## src/rtl/sc_rx_pkg.sv

```systemverilog
package sc_rx_pkg;
    localparam int CHAR_W    = 8;
    localparam int FRAME_W   = CHAR_W + 1;
    localparam int CNT_W     = $clog2(FRAME_W);

    typedef struct packed {
        logic              perr;
        logic [CHAR_W-1:0] data;
    } rx_char_t;

    typedef enum logic [1:0] {
        FR_IDLE  = 2'd0,
        FR_BITS  = 2'd1,
        FR_GUARD = 2'd2
    } frame_state_t;

    // raw[0] is the first line bit after start, raw[CHAR_W] is parity
    function automatic rx_char_t decode_char(
        input logic [FRAME_W-1:0] raw,
        input logic               inverse,
        input logic               odd
    );
        rx_char_t c;
        logic     par;
        for (int i = 0; i < CHAR_W; i++) begin
            if (inverse) c.data[CHAR_W-1-i] = ~raw[i];
            else         c.data[i]          = raw[i];
        end
        par    = inverse ? ~raw[CHAR_W] : raw[CHAR_W];
        c.perr = ((^c.data) ^ par) != odd;
        return c;
    endfunction
endpackage

```

## src/rtl/sc_rx_sync.sv

```systemverilog
module sc_rx_sync #(
    parameter int STAGES = 2
) (
    input  logic clk,
    input  logic rst,
    input  logic din,
    output logic dout
);
    logic [STAGES-1:0] chain;

    always_ff @(posedge clk) begin
        if (rst) chain <= '1;
        else     chain <= {chain[STAGES-2:0], din};
    end

    assign dout = chain[STAGES-1];
endmodule

```

## src/rtl/sc_rx_framer.sv

```systemverilog
module sc_rx_framer
    import sc_rx_pkg::*;
(
    input  logic               clk,
    input  logic               rst,
    input  logic               line,
    input  logic               stb,
    output logic [FRAME_W-1:0] raw,
    output logic               done
);
    frame_state_t     state;
    logic [CNT_W-1:0] idx;

    always_ff @(posedge clk) begin
        if (rst) begin
            state <= FR_IDLE;
            idx   <= '0;
            raw   <= '0;
            done  <= 1'b0;
        end else begin
            done <= 1'b0;
            if (stb) begin
                unique case (state)
                    FR_IDLE: begin
                        if (!line) begin
                            state <= FR_BITS;
                            idx   <= '0;
                        end
                    end
                    FR_BITS: begin
                        raw[idx] <= line;
                        if (idx == CNT_W'(FRAME_W - 1)) begin
                            state <= FR_GUARD;
                            done  <= 1'b1;
                        end else begin
                            idx <= idx + 1'b1;
                        end
                    end
                    FR_GUARD: state <= FR_IDLE;
                    default:  state <= FR_IDLE;
                endcase
            end
        end
    end
endmodule

```

## src/rtl/sc_rx_fifo.sv

```systemverilog
module sc_rx_fifo
    import sc_rx_pkg::*;
#(
    parameter int DEPTH = 8,
    localparam int PTR_W = $clog2(DEPTH),
    localparam int LVL_W = $clog2(DEPTH + 1)
) (
    input  logic             clk,
    input  logic             rst,
    input  logic             push,
    input  rx_char_t         wr_char,
    input  logic             pop,
    output rx_char_t         head,
    output logic [LVL_W-1:0] level
);
    rx_char_t         mem [DEPTH];
    logic [PTR_W-1:0] wp, rp;
    logic             pop_ok, push_ok;

    assign pop_ok  = pop && (level != '0);
    assign push_ok = push && ((level != LVL_W'(DEPTH)) || pop_ok);
    assign head    = mem[rp];

    always_ff @(posedge clk) begin
        if (push_ok) mem[wp] <= wr_char;
    end

    always_ff @(posedge clk) begin
        if (rst) begin
            wp    <= '0;
            rp    <= '0;
            level <= '0;
        end else begin
            if (push_ok) wp <= (wp == PTR_W'(DEPTH - 1)) ? '0 : wp + 1'b1;
            if (pop_ok)  rp <= (rp == PTR_W'(DEPTH - 1)) ? '0 : rp + 1'b1;
            unique case ({push_ok, pop_ok})
                2'b10:   level <= level + 1'b1;
                2'b01:   level <= level - 1'b1;
                default: level <= level;
            endcase
        end
    end
endmodule

```

## src/rtl/sc_char_rx.sv

```systemverilog
module sc_char_rx
    import sc_rx_pkg::*;
#(
    parameter int DEPTH  = 8,
    parameter int TIDE_W = 3,
    localparam int LVL_W = $clog2(DEPTH + 1)
) (
    input  logic              clk,
    input  logic              rst,
    input  logic              io_line,
    input  logic              etu_stb,
    input  logic              conv_inv,
    input  logic              parity_odd,
    input  logic [TIDE_W-1:0] tide_lvl,
    input  logic              rd_pop,
    output logic [CHAR_W-1:0] rd_data,
    output logic              rd_perr,
    output logic [LVL_W-1:0]  fifo_level,
    output logic              rx_irq
);
    logic               line_s;
    logic [FRAME_W-1:0] raw;
    logic               char_push;
    rx_char_t           dec, head;

    sc_rx_sync #(.STAGES(2)) u_sync (
        .clk(clk), .rst(rst), .din(io_line), .dout(line_s)
    );

    sc_rx_framer u_framer (
        .clk(clk), .rst(rst), .line(line_s), .stb(etu_stb),
        .raw(raw), .done(char_push)
    );

    assign dec = decode_char(raw, conv_inv, parity_odd);

    sc_rx_fifo #(.DEPTH(DEPTH)) u_fifo (
        .clk(clk), .rst(rst), .push(char_push), .wr_char(dec),
        .pop(rd_pop), .head(head), .level(fifo_level)
    );

    assign rd_data = head.data;
    assign rd_perr = head.perr;
    assign rx_irq  = fifo_level > LVL_W'(tide_lvl);
endmodule

```

## config.mk

```make
export PLATFORM = sky130hd
export DESIGN_NAME = sc_char_rx
export DESIGN_NICKNAME = d
export VERILOG_FILES = /design/src/rtl/sc_rx_pkg.sv /design/src/rtl/sc_rx_sync.sv /design/src/rtl/sc_rx_framer.sv /design/src/rtl/sc_rx_fifo.sv /design/src/rtl/sc_char_rx.sv
export SDC_FILE = /design/constraint.sdc
export NUM_CORES = 1
export LEC_CHECK = 0
export BUFFER_PORTS_ARGS = -buffer_cell sky130_fd_sc_hd__buf_4
export CELL_PAD_IN_SITES_DETAIL_PLACEMENT = 1
export CELL_PAD_IN_SITES_GLOBAL_PLACEMENT = 2
export CORE_MARGIN = 5
export CORE_UTILIZATION = 43
export CTS_CLUSTER_DIAMETER = 120
export DETAILED_ROUTE_END_ITERATION = 6
export GPL_TIMING_DRIVEN = 0
export PLACE_DENSITY_LB_ADDON = 0.1
export SYNTH_ARGS = -nofsm -noshare
export SYNTH_HDL_FRONTEND = slang
export SYNTH_SLANG_ARGS = --single-unit
export TNS_END_PERCENT = 30
```

## constraint.sdc

```tcl
create_clock -name clk -period 6.3 [get_ports clk]
set_input_delay 0 -clock clk [delete_from_list [all_inputs] [get_ports clk]]
set_output_delay 0 -clock clk [all_outputs]
set_load 0.005 [all_outputs]
```

### Word-level counts from Yosys, hierarchy flattened

Memory sizes are Yosys's and may differ from the RTL's. A register that Yosys moved wholly into a read port is not among the register bits.
Cells that the tools add are included.

| word-level totals | value |
|---|---|
| RAM bits | 72 |
| output and inout port bits | 14 |
| flip-flop bits (word level) | 28 |
| memories kept | 1 |
| input port bits | 10 |
| logic and storage cells | 79 |

Memories:

| name | words | width | read ports | clocked after memory_dff | wr ports | RTL line | source |
|---|---|---|---|---|---|---|---|
| u_fifo.mem | 8 | 9 | 1 | 1 | 1 | sc_rx_fifo.sv:16 | `rx_char_t mem [DEPTH];` |

| operators by class | value |
|---|---|
| multiplexer cells | 26 |
| reduce and logical (&&, ||, !) cells | 13 |
| bitwise gates (word level) | 12 |
| equal/unequal tests | 11 |
| magnitude comparators | 3 |
| $add $sub $neg | 5 |

Operator list:

| operator | count |
|---|---|
| $pmux W4 S2 | 2 |
| $mux W1 | 13 |
| $mux W3 | 4 |
| $not A1 Y1 | 11 |
| $bwmux W9 | 1 |
| $add A4 B1 Y4 const B | 2 |
| $mux W4 | 2 |
| $reduce_xor A8 Y1 | 1 |
| $add A3 B1 Y3 const B | 2 |
| $eq A3 B3 Y1 const B | 2 |
| $lt A4 B5 Y1 const B | 1 |
| $demux W1 S4 | 1 |
| $eq A2 B1 Y1 const B | 2 |
| $eq A4 B4 Y1 const B | 1 |
| $ge A4 B1 Y1 const B | 1 |
| $gt A4 B3 Y1 | 1 |
| $mux W2 | 2 |
| $ne A2 B2 Y1 const B | 2 |
| $ne A4 B4 Y1 const B | 1 |
| $pmux W2 S2 | 1 |
| $reduce_and A4 Y1 | 1 |
| $reduce_bool A2 Y1 | 2 |
| $reduce_bool A4 Y1 | 1 |
| $sub A4 B1 Y4 const B | 1 |
| other kinds (10) | 12 |

### Logic depth before layout (Yosys ltp)

Gate-level depths: netlist of the first run.

| logic depth | value |
|---|---|
| depth after elaboration | 6 |
| gate-level depth with buffers | 8 |
| depth with buffers taken out | 8 |

### Cells and area by module

Synthesis of the first run repeated with hierarchy kept, for this count alone.

| second synthesis, totals | value |
|---|---|
| cell total of the unflattened synthesis | 317 |
| area, all modules | 4642.0 sq um |

Modules (own cells, without submodules):

| module | area each (sq um) | cells each | sequential area each (sq um) | times used |
|---|---|---|---|---|
| sc_rx_fifo | 3404.5 | 180 | 2422.3 | 1 |
| sc_rx_framer | 837.1 | 89 | 320.3 | 1 |
| sc_char_rx | 347.8 | 44 | 0.0 | 1 |
| sc_rx_sync | 52.6 | 4 | 40.0 | 1 |

### Worst setup path before layout of the first run

OpenSTA, ideal clock, no wires.

| path | value |
|---|---|
| path kind | register -> register |
| from | register u_fifo.level[3] |
| to | register u_fifo.level[3] |
| library setup time | 0.123 ns |
| period minus slack after synthesis | 2.336 ns |
| required time | 6.177 ns |
| stages on the path, launching flop included | 9 |
| path buffers | 0 |
| arrival time | 2.212 ns |
| path slack | 3.964 ns |
| path through | dfxtp_1 > o41ai_4 > or2_4 > inv_1 > ha_1 > a21o_1 > a21oi_1 > mux2i_1 > mux2_1 |

| between the ends | value |
|---|---|
| longest elaborated chain between the ends | 6 |
| elaborated cells between the ends (all ways) | 11 |
| classes of those cells | 2 x add/sub; 3 x eq/ne; 1 x mux; 5 x reduce/logical |

RTL lines:

| item | RTL line | source |
|---|---|---|
| from (decl) | sc_rx_fifo.sv:14 | `output logic [LVL_W-1:0] level` |
| from (signal assigned) | sc_rx_fifo.sv:37 | `2'b10: level <= level + 1'b1;` |
| from (signal assigned) | sc_rx_fifo.sv:38 | `2'b01: level <= level - 1'b1;` |
| from (signal assigned) | sc_rx_fifo.sv:39 | `default: level <= level;` |
| $reduce_bool A4 Y1 | sc_rx_fifo.sv:20 | `assign pop_ok = pop && (level != '0);` |
| $logic_and A1 B1 Y1 | sc_rx_fifo.sv:20 |  |
| $logic_or A1 B1 Y1 | sc_rx_fifo.sv:21 | `assign push_ok = push && ((level != LVL_W'(DEPTH)) \|\| pop_ok);` |
| $logic_and A1 B1 Y1 | sc_rx_fifo.sv:21 |  |
| $eq A2 B1 Y1 / $eq A2 B2 Y1 (equally long branches) | sc_rx_fifo.sv:36 | `unique case ({push_ok, pop_ok})` |
| $pmux W4 S2 / $reduce_bool A2 Y1 (equally long branches) | - |  |

Parallel ways exist; a longest one is shown, timed or not.
A chain may end at the register's enable or synchronous reset.

### Final worst setup path of the first run

| path | value |
|---|---|
| from | register u_fifo.level[0] |
| to | register u_fifo.level[3] |

The elaborated chain is that of the path after synthesis.

==> results.yml, run 1 <==
finish:
  multi_input_area_um2: 1640
  seq_area_um2: 2780
  final_nets: 366
  final_cell_area_um2: 5100
  antenna_cells: 0
  nFillCells: 1058
  layout_commonest_cell: "edfxtp_1"
  area_delta_synth_final_pct: 13.1
  layout_common_cells: "edfxtp_1, dfxtp_1, nor2_1"
  drive_gt1_share_pct: 23.1
detailed_routing:
  drtIter0Drc: 115
  via_count: 2487
  wl_per_cell_um: 18.0
  drt_pre_antenna_iters: 4
  drc: 0
  ant_nets: 0
  drt_wl_total_mm: 8.66
  vias_per_cell: 5.16
global_route:
  grt_max_degree: 17
  grt_first_pass_wirelength_mm: 14.4
  grt_overflow: 0
  gr-usage-all-layers_pct: 15.0
  grt_pass1_vias: 2750
  antenna_found_initial: 0
worst_setup_path:
  rr_worst_depth: 8
  cp.arrival_ps: 2860
  path_class: "reg2reg"
  critPathLaunchType: "register"
  crit_required_ps: 6570
  cp-end-kind: "register"
  crit_fanout: 7
clock_tree:
  cts_resized: 0
  htree_levels: 3
  clock_latency_ps: 370
  clock_path_buffers: 2
  cts_hold_buf: 4
  cts_buffers: 9
  cts_tree: "done"
  cts_root_buf: "clkbuf_8"
  cts_sinks: 103
  clkTransAtPathRegs_ps: 100
  postCtsSetupBuffers: 0
placed_design:
  postPlaceCellArea_um2: 4870
  port_buffers: 21
  preCtsSetupSlack_ps: 3700
  gp_congestion: 0.697
  hpwl_mm: 5.99
logic_synthesis:
  yosysSeqAreaShare_pct: 61.7
  synth_ff_type: "edfxtp_1"
  syn_area_um2: 4510
  async_flop_share_pct: 0
  post_synth_main_area_contributors: "edfxtp_1, dfxtp_1, mux4_2"
  ys_warn_count: 0
  ys_seq_elements: 103
  synth_top_area_share_pct: 47.9
  synth_edf_count: 72
  synth_nets: 329
  yosys.area.top_type: "edfxtp_1"
  syn_area_per_cell_um2: 14.8
  synth.distinct_cells: 46
  syn_inst: 305
sta:
  tightest_slew_ps: 1020
  period_minus_slack_ps: 2590
  grt_setup_unrepaired: "no"
  fin_ws_ps: 3710
  setup_viol: 0
  hold_violations: 0
  finalMaxSlewViolations: 0
  period_share_pct: 41.2
  slew_headroom_pct: 31.6
  finalClockSkew_ps: 14.3
  fin_tns_setup_ps: 0
  fmax_mhz: 386
worst_hold_path:
  hp-class: "in2reg"
  hold_path_depth: 4
power:
  vdd_drop_max_uv: 108
  power.leakage_nw: 1.82
  clkPwrFrac_pct: 26.7
  switchingPower_mw: 0.391
  share_seq_of_total_power_pct: 50.8
  comb_power_share_pct: 22.5
  pwr_density_cell_nw_per_um2: 296
  p_sw_share_pct: 25.9
  intPower_mw: 1.12
floorplanning:
  coreArea_um2: 10300
  initial_core_util_pct: 43.9
  die_h_um: 112
  dieWidth_um: 112
  ios: 24
  die_area_um2: 12600
  rows: 37
status:
  outcome: "completed"
flow_run:
  maxCapViolCount: 0
cell usage after synthesis, types with 2 or more instances:
cell and instances:
nand3b_1 5, o21a_1 2, dfxtp_1 31, clkbuf_1 8
nand3_1 7, mux4_2 18, buf_2 2, nor2b_1 2
nand4b_1 2, nand2b_1 5, mux2i_1 19, nand2_1 9
a21o_1 2, mux2_2 9, nor2_1 28, edfxtp_1 72
or2_2 2, nor3_1 5, ha_1 13, a21oi_1 13
inv_1 13, xnor2_1 9, xor2_1 5, or4b_1 2
cell families (layout without fill, tap and decap cells):
logic type	Yosys count	after routing	synth area share, %
muxes	47	47	15.7
DFF	103	103	61.7
AOI/OAI and AO/OA	24	24	3.80
adders and majority gates	14	14	4.05
buffers and inverters	26	67	2.61
xor gates and xnor gates	15	15	3.22
and+or+nand+nor	76	76	8.93
registers in the layout, indices dropped and copies added (netlist names), named ones only:
name and cells:
u_fifo.wp 3, u_sync.chain 2, u_framer.state 2, u_fifo.level 4
u_framer.done 1, u_fifo.mem 72, u_fifo.rp 3, u_framer.idx 4
u_framer.raw 9
power groups by stage:
stage	registers [mW]	clock network [mW]	logic [mW]
detailed placement	0.781	0	0.348
global placement	0.781	0	0.342
finish	0.766	0.402	0.340
global route	0.770	0.449	0.374
floorplan	0.776	0	0.245
CTS	0.766	0.417	0.352
metal layers:
layer | up-vias | global-route usage (%) | share of wire [%]
met5 | - | 0 | 0
met4 | 0 | 5.77 | 1.6
met3 | 12 | 2.75 | 2.2
met2 | 24 | 25.9 | 51
met1 | 1243 | 18.8 | 46
li1 | 1208 | - | -
layout make-up:
cell class,count,share of cell area [%]
sequential,103,54.6
multi-input combinational,176,32.1
timing repair buffer,26,4.02
tap,136,3.34
clock buffer,10,2.50
buffer,13,1.35
clock inverter,5,1.18
inverter,13,0.957
worst paths after layout:
path                     endpoint  slack, ps            start
setup / recovery  u_fifo.level[3]       3710  u_fifo.level[0]
hold / removal       u_fifo.rp[2]        100           rd_pop
setup reg to reg  u_fifo.level[3]       3710  u_fifo.level[0]
hold reg to reg   u_sync.chain[1]        430  u_sync.chain[0]
per-stage QoR:
| stage | util [%] | hold slack (ps) | power [mW] | instances |
|---|---|---|---|---|
| CTS | 49.6 | 76.0 | 1.54 | 482 |
| detailed placement | 47.4 | 189 | 1.13 | 463 |
| floorplan | - | 104 | 1.02 | 305 |
| global route | 49.6 | 126 | 1.59 | 482 |
| global placement | 47.1 | 189 | 1.12 | 462 |
| finish | 49.6 | 96.1 | 1.51 | 482 |
worst max-delay path: stages, from the launching register on:
cell and delay [ps]:
dfxtp_1 420, o41ai_4 590, or2_4 230, inv_1 60, ha_1 260, a21o_1 170, a21oi_1 180, mux2i_1 250
mux2_1 330
(Power assumes the default switching activity.)
==> run 2: changes to the inputs <==
==> constraint.sdc (replaced) <==
create_clock -name clk -period 2.7 [get_ports clk]
set_input_delay 0 -clock clk [delete_from_list [all_inputs] [get_ports clk]]
set_output_delay 0 -clock clk [all_outputs]
set_load 0.005 [all_outputs]
==> run 2 against run 1 <==
- total power grew 130%
- global-route usage did not move
- clock skew is 0.85 ps higher
- routed wire length up 0.21%
- critical path type unchanged
==> results.yml, run 2 (synthesis results as in run 1) <==
status:
  outcome: "completed"
global_route:
  grt_use_met2_pct: 25.9
  grt_first_pass_wirelength_mm: 14.4
  grt_max_degree: 17
  antenna_found_initial: 0
  grt_use_met3_pct: 2.75
  grt_pass1_vias: 2750
  grt-busiest-layer: "met2"
  grt_util_met1_pct: 18.8
  grt_overflow: 0
  gr-usage-all-layers_pct: 15.0
clock_tree:
  clock_path_buffers: 2
  cts_buffers: 9
  cts_resized: 0
  clkTransAtPathRegs_ps: 100
  cts_root_buf: "clkbuf_8"
  cts_sinks: 103
  clock_latency_ps: 370
  cts_tree: "done"
  htree_levels: 3
floorplanning:
  dieWidth_um: 112
  die_h_um: 112
  initial_core_util_pct: 43.9
  ios: 24
  die_area_um2: 12600
  rows: 37
  coreArea_um2: 10300
sta:
  fmax_mhz: 407
  slew_headroom_pct: 31.1
  finalMaxSlewViolations: 0
  fin_ws_ps: 243
  tightest_slew_ps: 1030
  grt_setup_unrepaired: "no"
  setup_viol: 0
  period_share_pct: 91.0
  period_minus_slack_ps: 2460
  finalClockSkew_ps: 15.2
  hold_violations: 0
finish:
  layout_commonest_cell: "edfxtp_1"
  antenna_cells: 0
  drive_gt1_share_pct: 23.3
  final_nets: 367
  area_delta_synth_final_pct: 13.2
  nFillCells: 1058
  top_register: "u_fifo.mem"
  layout_common_cells: "edfxtp_1, dfxtp_1, nor2_1"
  reg.largest.list: "u_fifo.mem (72), u_framer.raw (9)"
  final_core_util_pct: 49.7
  instances_no_fill: 483
  largest_reg_flops: 72
  seq_area_um2: 2780
  multi_input_area_um2: 1640
  final_cell_area_um2: 5110
placed_design:
  dp.cells: 463
  preCtsSetupSlack_ps: 100
  port_buffers: 21
  postPlaceCellArea_um2: 4870
  gp_congestion: 0.697
  hpwl_mm: 5.99
detailed_routing:
  drc: 0
  drt_wl_total_mm: 8.68
  drt_pre_antenna_iters: 4
  wl_per_cell_um: 18.0
  via_count: 2508
  vias_per_cell: 5.19
  ant_nets: 0
  drtIter0Drc: 127
power:
  pwr_density_cell_nw_per_um2: 691
  power.leakage_nw: 1.83
  vdd_drop_max_uv: 252
worst_setup_path:
  crit_fanout: 9
  critPathLaunchType: "register"
  cp-end-kind: "register"
  path_class: "reg2reg"
  crit_required_ps: 2770
  cp.arrival_ps: 2520
flow_run:
  maxCapViolCount: 0
worst_hold_path:
  hp-class: "in2reg"
[run 2: layout make-up]
type | count | area share (%)
Multi-Input combinational cell | 176 | 32.0
Buffer | 13 | 1.35
Inverter | 13 | 0.955
Clock buffer | 10 | 2.50
Sequential cell | 103 | 54.5
Tap cell | 136 | 3.33
Clock inverter | 5 | 1.18
Timing Repair Buffer | 27 | 4.16
[run 2: metrics by stage]
stage | power [mW] | setup TNS, ps | hold WS (ps)
final | 3.53 | 0 | 132
after global routing | 3.73 | 0 | 126
after CTS | 3.58 | 0 | 76.0
after detailed placement | 2.64 | 0 | 189
after global placement | 2.62 | -3480 | 189
after floorplan | 2.38 | 0 | 104
[run 2: path summary, 6_finish.rpt]
path	cells past startpoint	from	slack, ps	to
worst max-delay path	4	u_framer.raw[7]	240	u_fifo.mem[7][8]
worst min-delay path	3	rd_pop	130	u_fifo.level[1]
worst max register to register	4	u_framer.raw[7]	240	u_fifo.mem[7][8]
worst min register to register	1	u_sync.chain[0]	430	u_sync.chain[1]
[run 2: critical path: stages, from the launching register on]
cell and delay [ps]:
dfxtp_1 410, inv_1 60, mux2i_1 630, xnor3_1 460, xnor2_1 610
[run 2: layer usage]
metal | share of wire, % | up-vias | wire (um)
li1 | - | 1212 | -
met1 | 45 | 1260 | 3870
met2 | 51 | 24 | 4470
met3 | 2.3 | 12 | 197
met4 | 1.6 | 0 | 142
met5 | 0 | - | 0
[run 2: power breakdown]
group	switching, mW	internal (mW)
clock network	0.514	0.425
registers	0.0535	1.73
logic	0.347	0.456
total	0.914	2.61
[run 2: repair_timing]
action | in CTS | in global routing
hold buffers | 4 | 0
buffers inserted | 0 | 1
endpoints found under the hold margin | 10 | 0
setup endpoints to repair | 0 | 1
